<file path="src/rtl/trace_ctl_pkg.sv">
package trace_ctl_pkg;

  localparam int DATA_W = 32;

  localparam logic [1:0] SIZE_WORD = 2'b10;

  // Byte offsets of the decoded registers.
  localparam int OFF_REV   = 'h00;
  localparam int OFF_CFG   = 'h10;
  localparam int OFF_STAT  = 'h14;
  localparam int OFF_IRQST = 'h18;
  localparam int OFF_IRQEN = 'h1C;
  localparam int OFF_CLK   = 'h2C;
  localparam int OFF_SER   = 'h30;

  // Bit in the configuration write data that requests a soft reset.
  localparam int SOFT_RST_BIT = 1;

  localparam logic [7:0] CFG_KEEP = 8'hFE;

  typedef enum logic [2:0] {
    SEL_ZERO,
    SEL_REV,
    SEL_CFG,
    SEL_IRQST,
    SEL_IRQEN,
    SEL_CLK,
    SEL_SER
  } rdSel_e;

  // Strobes sent from the decoder to the datapath.
  typedef struct packed {
    logic   cfgWr;
    logic   softRst;
    logic   stClr;
    logic   enWr;
    logic   clkWr;
    logic   serWr;
    logic   rdEn;
    rdSel_e rdSel;
  } regStrobe_t;

endpackage

</file>
<file path="src/rtl/trace_ctl_decode.sv">
module trace_ctl_decode
  import trace_ctl_pkg::*;
#(
  parameter int ADDR_W = 8
) (
  input  logic              clk,
  input  logic              rstN,
  input  logic [ADDR_W-1:0] busAddr,
  input  logic              busWrEn,
  input  logic              busRdEn,
  input  logic [1:0]        busSize,
  input  logic              softRstBit,
  output regStrobe_t        strobe,
  output logic              sizeErr,
  output logic              badAccess
);

  localparam logic [ADDR_W-1:0] A_REV   = ADDR_W'(OFF_REV);
  localparam logic [ADDR_W-1:0] A_CFG   = ADDR_W'(OFF_CFG);
  localparam logic [ADDR_W-1:0] A_STAT  = ADDR_W'(OFF_STAT);
  localparam logic [ADDR_W-1:0] A_IRQST = ADDR_W'(OFF_IRQST);
  localparam logic [ADDR_W-1:0] A_IRQEN = ADDR_W'(OFF_IRQEN);
  localparam logic [ADDR_W-1:0] A_CLK   = ADDR_W'(OFF_CLK);
  localparam logic [ADDR_W-1:0] A_SER   = ADDR_W'(OFF_SER);

  logic   access;
  logic   wordOk;
  logic   known;
  logic   wrGo;
  rdSel_e sel;
  logic   sizeErrD;
  logic   badD;

  assign access = busWrEn | busRdEn;
  assign wordOk = (busSize == SIZE_WORD);
  assign wrGo   = busWrEn & wordOk;

  always_comb begin
    known = 1'b1;
    sel   = SEL_ZERO;
    case (busAddr)
      A_REV:   sel = SEL_REV;
      A_CFG:   sel = SEL_CFG;
      A_STAT:  sel = SEL_ZERO;
      A_IRQST: sel = SEL_IRQST;
      A_IRQEN: sel = SEL_IRQEN;
      A_CLK:   sel = SEL_CLK;
      A_SER:   sel = SEL_SER;
      default: known = 1'b0;
    endcase
  end

  always_comb begin
    strobe         = '0;
    strobe.rdSel   = SEL_ZERO;
    strobe.rdEn    = busRdEn;
    if (busRdEn && wordOk && known) strobe.rdSel = sel;
    if (wrGo && known) begin
      strobe.cfgWr   = (sel == SEL_CFG);
      strobe.softRst = (sel == SEL_CFG) & softRstBit;
      strobe.stClr   = (sel == SEL_IRQST);
      strobe.enWr    = (sel == SEL_IRQEN);
      strobe.clkWr   = (sel == SEL_CLK);
      strobe.serWr   = (sel == SEL_SER);
    end
  end

  assign sizeErrD = access & ~wordOk;
  assign badD     = access & wordOk & ~known;

  always_ff @(posedge clk or negedge rstN) begin
    if (!rstN) begin
      sizeErr   <= 1'b0;
      badAccess <= 1'b0;
    end else begin
      sizeErr   <= sizeErrD;
      badAccess <= badD;
    end
  end

endmodule

</file>
<file path="src/rtl/trace_ctl_datapath.sv">
module trace_ctl_datapath
  import trace_ctl_pkg::*;
#(
  parameter int          ENABLE_W  = 16,
  parameter int          NARROW_W  = 8,
  parameter int          EVT_W     = 1,
  parameter logic [31:0] REV_VALUE = 32'h10
) (
  input  logic              clk,
  input  logic              rstN,
  input  regStrobe_t        strobe,
  input  logic [DATA_W-1:0] wrData,
  input  logic [EVT_W-1:0]  eventIn,
  output logic [DATA_W-1:0] rdData,
  output logic              irqOut
);

  localparam int CFG_W = 8;

  logic [CFG_W-1:0]    cfgQ;
  logic [ENABLE_W-1:0] stQ;
  logic [ENABLE_W-1:0] enQ;
  logic [NARROW_W-1:0] clkQ;
  logic [NARROW_W-1:0] serQ;
  logic [DATA_W-1:0]   rdMux;

  always_ff @(posedge clk or negedge rstN) begin
    if (!rstN)             cfgQ <= '0;
    else if (strobe.cfgWr) cfgQ <= wrData[CFG_W-1:0] & CFG_KEEP;
  end

  // One status bit per generate step; low bits also have an event set.
  for (genvar i = 0; i < ENABLE_W; i++) begin : g_stat
    if (i < EVT_W) begin : g_evt
      always_ff @(posedge clk or negedge rstN) begin
        if (!rstN)                          stQ[i] <= 1'b0;
        else if (strobe.softRst)            stQ[i] <= 1'b0;
        else if (eventIn[i])                stQ[i] <= 1'b1;
        else if (strobe.stClr && wrData[i]) stQ[i] <= 1'b0;
      end
    end else begin : g_plain
      always_ff @(posedge clk or negedge rstN) begin
        if (!rstN)                          stQ[i] <= 1'b0;
        else if (strobe.softRst)            stQ[i] <= 1'b0;
        else if (strobe.stClr && wrData[i]) stQ[i] <= 1'b0;
      end
    end
  end

  always_ff @(posedge clk or negedge rstN) begin
    if (!rstN) begin
      enQ  <= '0;
      clkQ <= '0;
      serQ <= '0;
    end else if (strobe.softRst) begin
      enQ  <= '0;
      clkQ <= '0;
      serQ <= '0;
    end else begin
      if (strobe.enWr)  enQ  <= wrData[ENABLE_W-1:0];
      if (strobe.clkWr) clkQ <= wrData[NARROW_W-1:0];
      if (strobe.serWr) serQ <= wrData[NARROW_W-1:0];
    end
  end

  assign irqOut = |(stQ & enQ);

  always_comb begin
    case (strobe.rdSel)
      SEL_REV:   rdMux = REV_VALUE;
      SEL_CFG:   rdMux = DATA_W'(cfgQ);
      SEL_IRQST: rdMux = DATA_W'(stQ);
      SEL_IRQEN: rdMux = DATA_W'(enQ);
      SEL_CLK:   rdMux = DATA_W'(clkQ);
      SEL_SER:   rdMux = DATA_W'(serQ);
      default:   rdMux = '0;
    endcase
  end

  always_ff @(posedge clk or negedge rstN) begin
    if (!rstN)            rdData <= '0;
    else if (strobe.rdEn) rdData <= rdMux;
    else                  rdData <= '0;
  end

endmodule

</file>
<file path="src/rtl/trace_ctl_regs.sv">
module trace_ctl_regs
  import trace_ctl_pkg::*;
#(
  parameter int          ADDR_W    = 8,
  parameter int          ENABLE_W  = 16,
  parameter int          NARROW_W  = 8,
  parameter int          EVT_W     = 1,
  parameter logic [31:0] REV_VALUE = 32'h10
) (
  input  logic              clk,
  input  logic              rstN,
  input  logic [ADDR_W-1:0] busAddr,
  input  logic              busWrEn,
  input  logic              busRdEn,
  input  logic [1:0]        busSize,
  input  logic [31:0]       busWrData,
  input  logic [EVT_W-1:0]  eventIn,
  output logic [31:0]       busRdData,
  output logic              sizeErr,
  output logic              badAccess,
  output logic              irqOut
);

  regStrobe_t strobe;

  trace_ctl_decode #(.ADDR_W(ADDR_W)) u_decode (
    .clk        (clk),
    .rstN       (rstN),
    .busAddr    (busAddr),
    .busWrEn    (busWrEn),
    .busRdEn    (busRdEn),
    .busSize    (busSize),
    .softRstBit (busWrData[SOFT_RST_BIT]),
    .strobe     (strobe),
    .sizeErr    (sizeErr),
    .badAccess  (badAccess)
  );

  trace_ctl_datapath #(
    .ENABLE_W  (ENABLE_W),
    .NARROW_W  (NARROW_W),
    .EVT_W     (EVT_W),
    .REV_VALUE (REV_VALUE)
  ) u_datapath (
    .clk     (clk),
    .rstN    (rstN),
    .strobe  (strobe),
    .wrData  (busWrData),
    .eventIn (eventIn),
    .rdData  (busRdData),
    .irqOut  (irqOut)
  );

endmodule

</file>
<file path="config.mk">
export PLATFORM = sky130hd
export DESIGN_NAME = trace_ctl_regs
export DESIGN_NICKNAME = d
export VERILOG_FILES = /design/src/rtl/trace_ctl_pkg.sv /design/src/rtl/trace_ctl_decode.sv /design/src/rtl/trace_ctl_datapath.sv /design/src/rtl/trace_ctl_regs.sv
export SDC_FILE = /design/constraint.sdc
export NUM_CORES = 1
export LEC_CHECK = 0
export CAP_MARGIN = 20
export CORE_MARGIN = 4
export CORE_UTILIZATION = 50
export DETAILED_ROUTE_END_ITERATION = 16
export HOLD_SLACK_MARGIN = 0.03
export PLACE_DENSITY_LB_ADDON = 0.15
export SKIP_CTS_REPAIR_TIMING = 1
export SLEW_MARGIN = 5
export SYNTH_ARGS = -nofsm -noshare
export SYNTH_HDL_FRONTEND = slang
export SYNTH_HIERARCHICAL = 1
export SYNTH_SLANG_ARGS = --single-unit
</file>
<file path="constraint.sdc">
create_clock -name clk -period 2.7 [get_ports clk]
set_clock_uncertainty 0.1 [all_clocks]
set_input_delay 0.54 -clock clk [delete_from_list [all_inputs] [get_ports clk]]
set_output_delay 0.54 -clock clk [all_outputs]
set_load 0.01 [all_outputs]
</file>
Word-level counts from Yosys, hierarchy flattened
Cells that the tools add are included.
{ "totals": {"ff_bits": 73, "latch_bits": 0, "mem_bits_rw": 0, "rom_bits": 0, "in_bits": 47, "out_inout_bits": 35, "mem_count": 0} }
{ "op_classes": {"n_addsub": 0, "multipliers": 0, "div_mod_pow": 0, "magnitude_cmp": 0, "eq_ne": 18, "n_shift": 0, "muxes": 45, "bitwise": 9, "reduce_logical": 41} }
{ "ops": {"columns": ["op", "count"], "rows": [
  ["$pmux W16 S6", 1],
  ["$mux W16", 3],
  ["$reduce_bool A2 Y1", 18],
  ["$mux W1", 34],
  ["$eq A8 B5 Y1 const B", 4],
  ["$mux W8", 4],
  ["$logic_and A1 B1 Y1", 19],
  ["$eq A3 B3 Y1 const B", 6],
  ["$pmux W3 S6", 1],
  ["$and A16 B16 Y16", 1],
  ["$eq A8 B6 Y1 const B", 2],
  ["$reduce_or A16 Y1", 1],
  ["$eq A3 B2 Y1 const B", 4],
  ["$logic_not A8 Y1", 1],
  ["$reduce_or A7 Y1", 1],
  ["$mux W6", 1],
  ["$and A1 B1 Y1", 5],
  ["$eq A3 B1 Y1 const B", 1],
  ["$mux W3", 1],
  ["$reduce_bool A3 Y1", 1],
  ["$eq A2 B2 Y1 const B", 1],
  ["$not A1 Y1", 2],
  ["$or A1 B1 Y1", 1]
]} }

Depth between registers and ports, before layout
{ "logic_depth": {"ltp_word": 9, "depth_mapped": 9, "mapped_depth_nobuf": 6} }

Modules after synthesis
Netlist, hierarchy kept.
{ "modules_own_cells": {"columns": ["mod", "instances", "cells_each", "area_per_inst_um2"], "rows": [
  ["trace_ctl_datapath", 1, 214, 2489.9],
  ["trace_ctl_decode", 1, 38, 270.3]
]} }

Worst setup path before layout
OpenSTA, ideal clock, no wires.
{ "synth_timing": {"path_kind": "input-to-reg", "startpoint": "input port busAddr[7]", "endpoint": "register u_datapath.rdData[1]", "t_arrival_ps": 2196, "t_required_ps": 2517, "setup_slack_ps": 321, "cell_stages": 7, "path_buffers": 1, "cell_sequence": "nor4_4 nand3_2 a2111oi_2 buf_6 nor3b_4 a22oi_1 a31oi_1"} }
{ "synth_rtl": {"columns": ["item", "line", "text"], "rows": [
  ["start: declaration", "trace_ctl_regs.sv:12", "input logic [ADDR_W-1:0] busAddr,"],
  ["end signal: assignment", "trace_ctl_datapath.sv:82", "else if (strobe.rdEn) rdData <= rdMux;"],
  ["end: declaration", "trace_ctl_datapath.sv:14", "output logic [DATA_W-1:0] rdData,"]
]} }

==> key figures <==
Outcome
  • Outcome: finished clean

Logic synthesis
  • Proportion of netlist area held by the largest area contributor: 0.5258
  • #FFs+latches synth: 58
  • Commonest cells in the synthesized netlist: 58 x sky130_fd_sc_hd__dfrtp_1, 40 x sky130_fd_sc_hd__nor2_1, 33 x sky130_fd_sc_hd__mux2i_1
  • Synthesized area: 0.002760 sq mm
  • Library cells used by synthesis: 36
  • Cell accounting for the most synthesized area: sky130_fd_sc_hd__dfrtp_1
  • Synth area leaders: sky130_fd_sc_hd__dfrtp_1 53%, sky130_fd_sc_hd__mux2i_1 12%, sky130_fd_sc_hd__nor2_1 5.4%
  • Seq/Total Area, Yosys: 0.5258
  • Async S/R FF share, synth: 1.000
  • Most used flip-flop cell after synthesis: sky130_fd_sc_hd__dfrtp_1
  • Cell with the most instances after synthesis: sky130_fd_sc_hd__dfrtp_1
  • Avg Cell Area, Syn: 10.95 sq um
  • Warnings, synthesis: 6
  • Number of instances in the synthesized netlist: around 250
  • Number of enable-type register cells in the synthesized netlist: 0

Routing
  • Pre-Repair DR Iteration Count: 5
  • Drt total wl: 6.025 mm
  • Remaining number of nets flagged by the antenna check after routing: 0
  • DR WL/cell: 14.88 um
  • DRC violation count after routing: 0
  • Routed via count divided by cell count: 5.138
  • Via total after detailed routing: between 2k and 2.5k
  • Violation count after the first detailed-route iteration: 98

Layout
  • Count of placed standard cells in the final layout, fillers left out: 405
  • Share of final-layout standard cells stronger than drive strength 1: 0.2090
  • Final Cell Area: 0.003737 sq mm
  • Number of nets in the finished design: 377
  • Core occupancy in the finished layout: 0.7136
  • Antenna fix cells: 0
  • Growth of design area from synthesis to finish: 35.40%

Clock tree
  • Clock input transition at the sequential cells of the worst setup and hold paths: ~0.070 ns
  • Total clock buffers created by CTS: 9
  • Root Driver: sky130_fd_sc_hd__clkbuf_8
  • TritonCTS clock tree: yes
  • Worst-skew pair later-pin latency: 0.32 ns
  • Total number of clock tree sinks: 58
  • Maximum number of buffers from clock root to sink: 2
  • Maximum level of the CTS H-tree: 3

Timing
  • Final setup violation count: 0
  • Crit share post-route: 0.9528
  • Setup repair after global routing missed its margin: no
  • Clock period minus worst slack: around 2.6 ns
  • Hold Violations, Final: 0
  • Max Transition Viols Final: 0
  • Total negative slack: 0 ns
  • Maximum achievable frequency: 0.3887 GHz
  • Worst-case hold slack: between 0.09 and 0.1 ns

Setup path
  • Kind of launch point of the worst setup path: input port
  • Critical-path maximum fanout: 9
  • Type of destination of the critical path: flop
  • Critical Path, Cell by Cell: clkdlybuf4s50_1 -> nor4_4 -> nand3_2 -> a2111oi_2 -> buf_4 -> nor3b_4 -> buf_4 -> a22oi_1 -> a31oi_1
  • Class of the most critical setup path: input port to flop
  • Cell type of the slowest stage on the worst timing path: sky130_fd_sc_hd__clkdlybuf4s50_1
  • Most frequent cell on the critical path: sky130_fd_sc_hd__buf_4
  • Crit-path max cell delay: roughly 0.44 ns
  • Worst EP required: 2.83 ns
  • Data arrival time at the worst-slack endpoint: ~2.7 ns

Place
  • Final weighted congestion in routability-driven placement: 0.7795
  • Input/output buffers: 49
  • Cell total after placement: about 400
  • Placement Cell Area: 0.003488 sq mm
  • Half-perimeter wire length of the detailed placement result: 4.094 mm

GRT
  • Remaining global-route overflow: 0
  • Maximum number of pins on one net before global-route repair: 36
  • Number of global-route vias before repair: 2023
  • Wire length of the first global-routing pass: 9.756 mm
  • Antenna violations before repair: 0
  • Global-route total usage across every layer: 0.1961

Die
  • Effective utilization at floorplan: 0.5270
  • Site row count: 26
  • Die Ht: 82.30 um
  • Floorplan die width: a little over 80 um
  • Area of the die: 0.006773 sq mm
  • Number of ports placed on the die boundary: 82
  • Core region area: 0.005238 sq mm

Pwr
  • Worst IR drop on VDD: 0.4942 mV
  • Power density over the cells: 528.2 mW/mm^2
  • Leakage component of the power: 1.694 nW

Job
  • Max capacitance violation total: 0

Min path
  • Classification of the worst-slack hold path: input port to asynchronous set/reset pin
[registers in the layout (all words and copies together) (netlist names)]
register and count:
u_datapath/stQ 1, u_datapath/clkQ 8, u_decode/badAccess 1, u_decode/sizeErr 1, u_datapath/cfgQ 7, u_datapath/enQ 16
u_datapath/rdData 16, u_datapath/serQ 8
[final timing paths]
| kind | depth (start not counted) | slack [ns] | startpoint | to |
|---|---|---|---|---|
| min in group clk | 1 | 0.40 | u_datapath/enQ[14] | u_datapath/rdData[14] |
| worst max-delay path | 9 | 0.13 | busAddr[7] | u_datapath/rdData[2] |
| worst max register to register | 3 | 1.64 | u_datapath/enQ[0] | u_datapath/rdData[0] |
| max in group asynchronous | 2 | 2.03 | rstN | u_datapath/serQ[6] |
| worst min register to register | 1 | 0.40 | u_datapath/enQ[14] | u_datapath/rdData[14] |
| worst min-delay path | 2 | 0.1 | rstN | u_datapath/stQ[0] |
[kinds of logic (layout without fill, tap and decap cells)]
family | count (synthesis) | in the layout | synth area share
buffers and inverters | 36 | 104 | 0.08296
AOI/OAI and AO/OA | 24 | 24 | 0.06029
DFF | 58 | 58 | 0.5258
other | 1 | 16 | 0.001359
muxes | 41 | 41 | 0.1523
and+or+nand+nor | 92 | 92 | 0.1772
[cells in the final DEF, fill, tap and decap left out, types with 5 or more instances in the layout]
cell type,Yosys,final
sky130_fd_sc_hd__and3_1,8,8
sky130_fd_sc_hd__nand3_1,18,18
sky130_fd_sc_hd__a22oi_1,6,6
sky130_fd_sc_hd__nand2_1,5,5
sky130_fd_sc_hd__clkdlybuf4s50_1,0,48
sky130_fd_sc_hd__dfrtp_1,58,58
sky130_fd_sc_hd__conb_1,1,16
sky130_fd_sc_hd__mux2i_1,33,33
sky130_fd_sc_hd__nor2_1,40,38
sky130_fd_sc_hd__mux2_2,8,8
sky130_fd_sc_hd__buf_4,19,34
sky130_fd_sc_hd__clkbuf_8,0,9
sky130_fd_sc_hd__a31oi_1,10,10
[power breakdown]
part           leakage (nW)  internal, mW  switching, mW
registers             0.801         0.878        0.00397
clock network         0.120         0.613          0.349
logic                 0.773        0.0659         0.0651
total                  1.69          1.56          0.418
[layout make-up]
cell class / count / area (sq um)
fill: 397 / 1500
multi-input combinational: 173 / 1150
timing repair buffer: 86 / 800.8
clock inverter: 7 / 116.4
sequential: 58 / 1451
clock buffer: 9 / 123.9
tap: 70 / 87.58
inverter: 2 / 7.507
[through the flow]
step	setup WS (ns)	power (mW)
floorplan	0.3214	0.9514
global placement	-0.2426	1.027
detailed placement	-0.2619	1.029
CTS	0.06326	1.992
global route	0.003158	2.046
finish	0.1276	1.974
[worst max-delay path: cells and delay by family]
kind / cells / cell delay, ns
compound gates: 3 / 0.68
simple gates: 3 / 0.66
buf+inv: 3 / 0.83
[per-layer routing]
metal / GRT usage / part of all wire
met1: 0.2573 / 0.44
met2: 0.3037 / 0.48
met3: 0.05315 / 0.057
met4: 0.08804 / 0.018
met5: 0 / 0
Note: power is estimated with default switching activity, not from simulation.
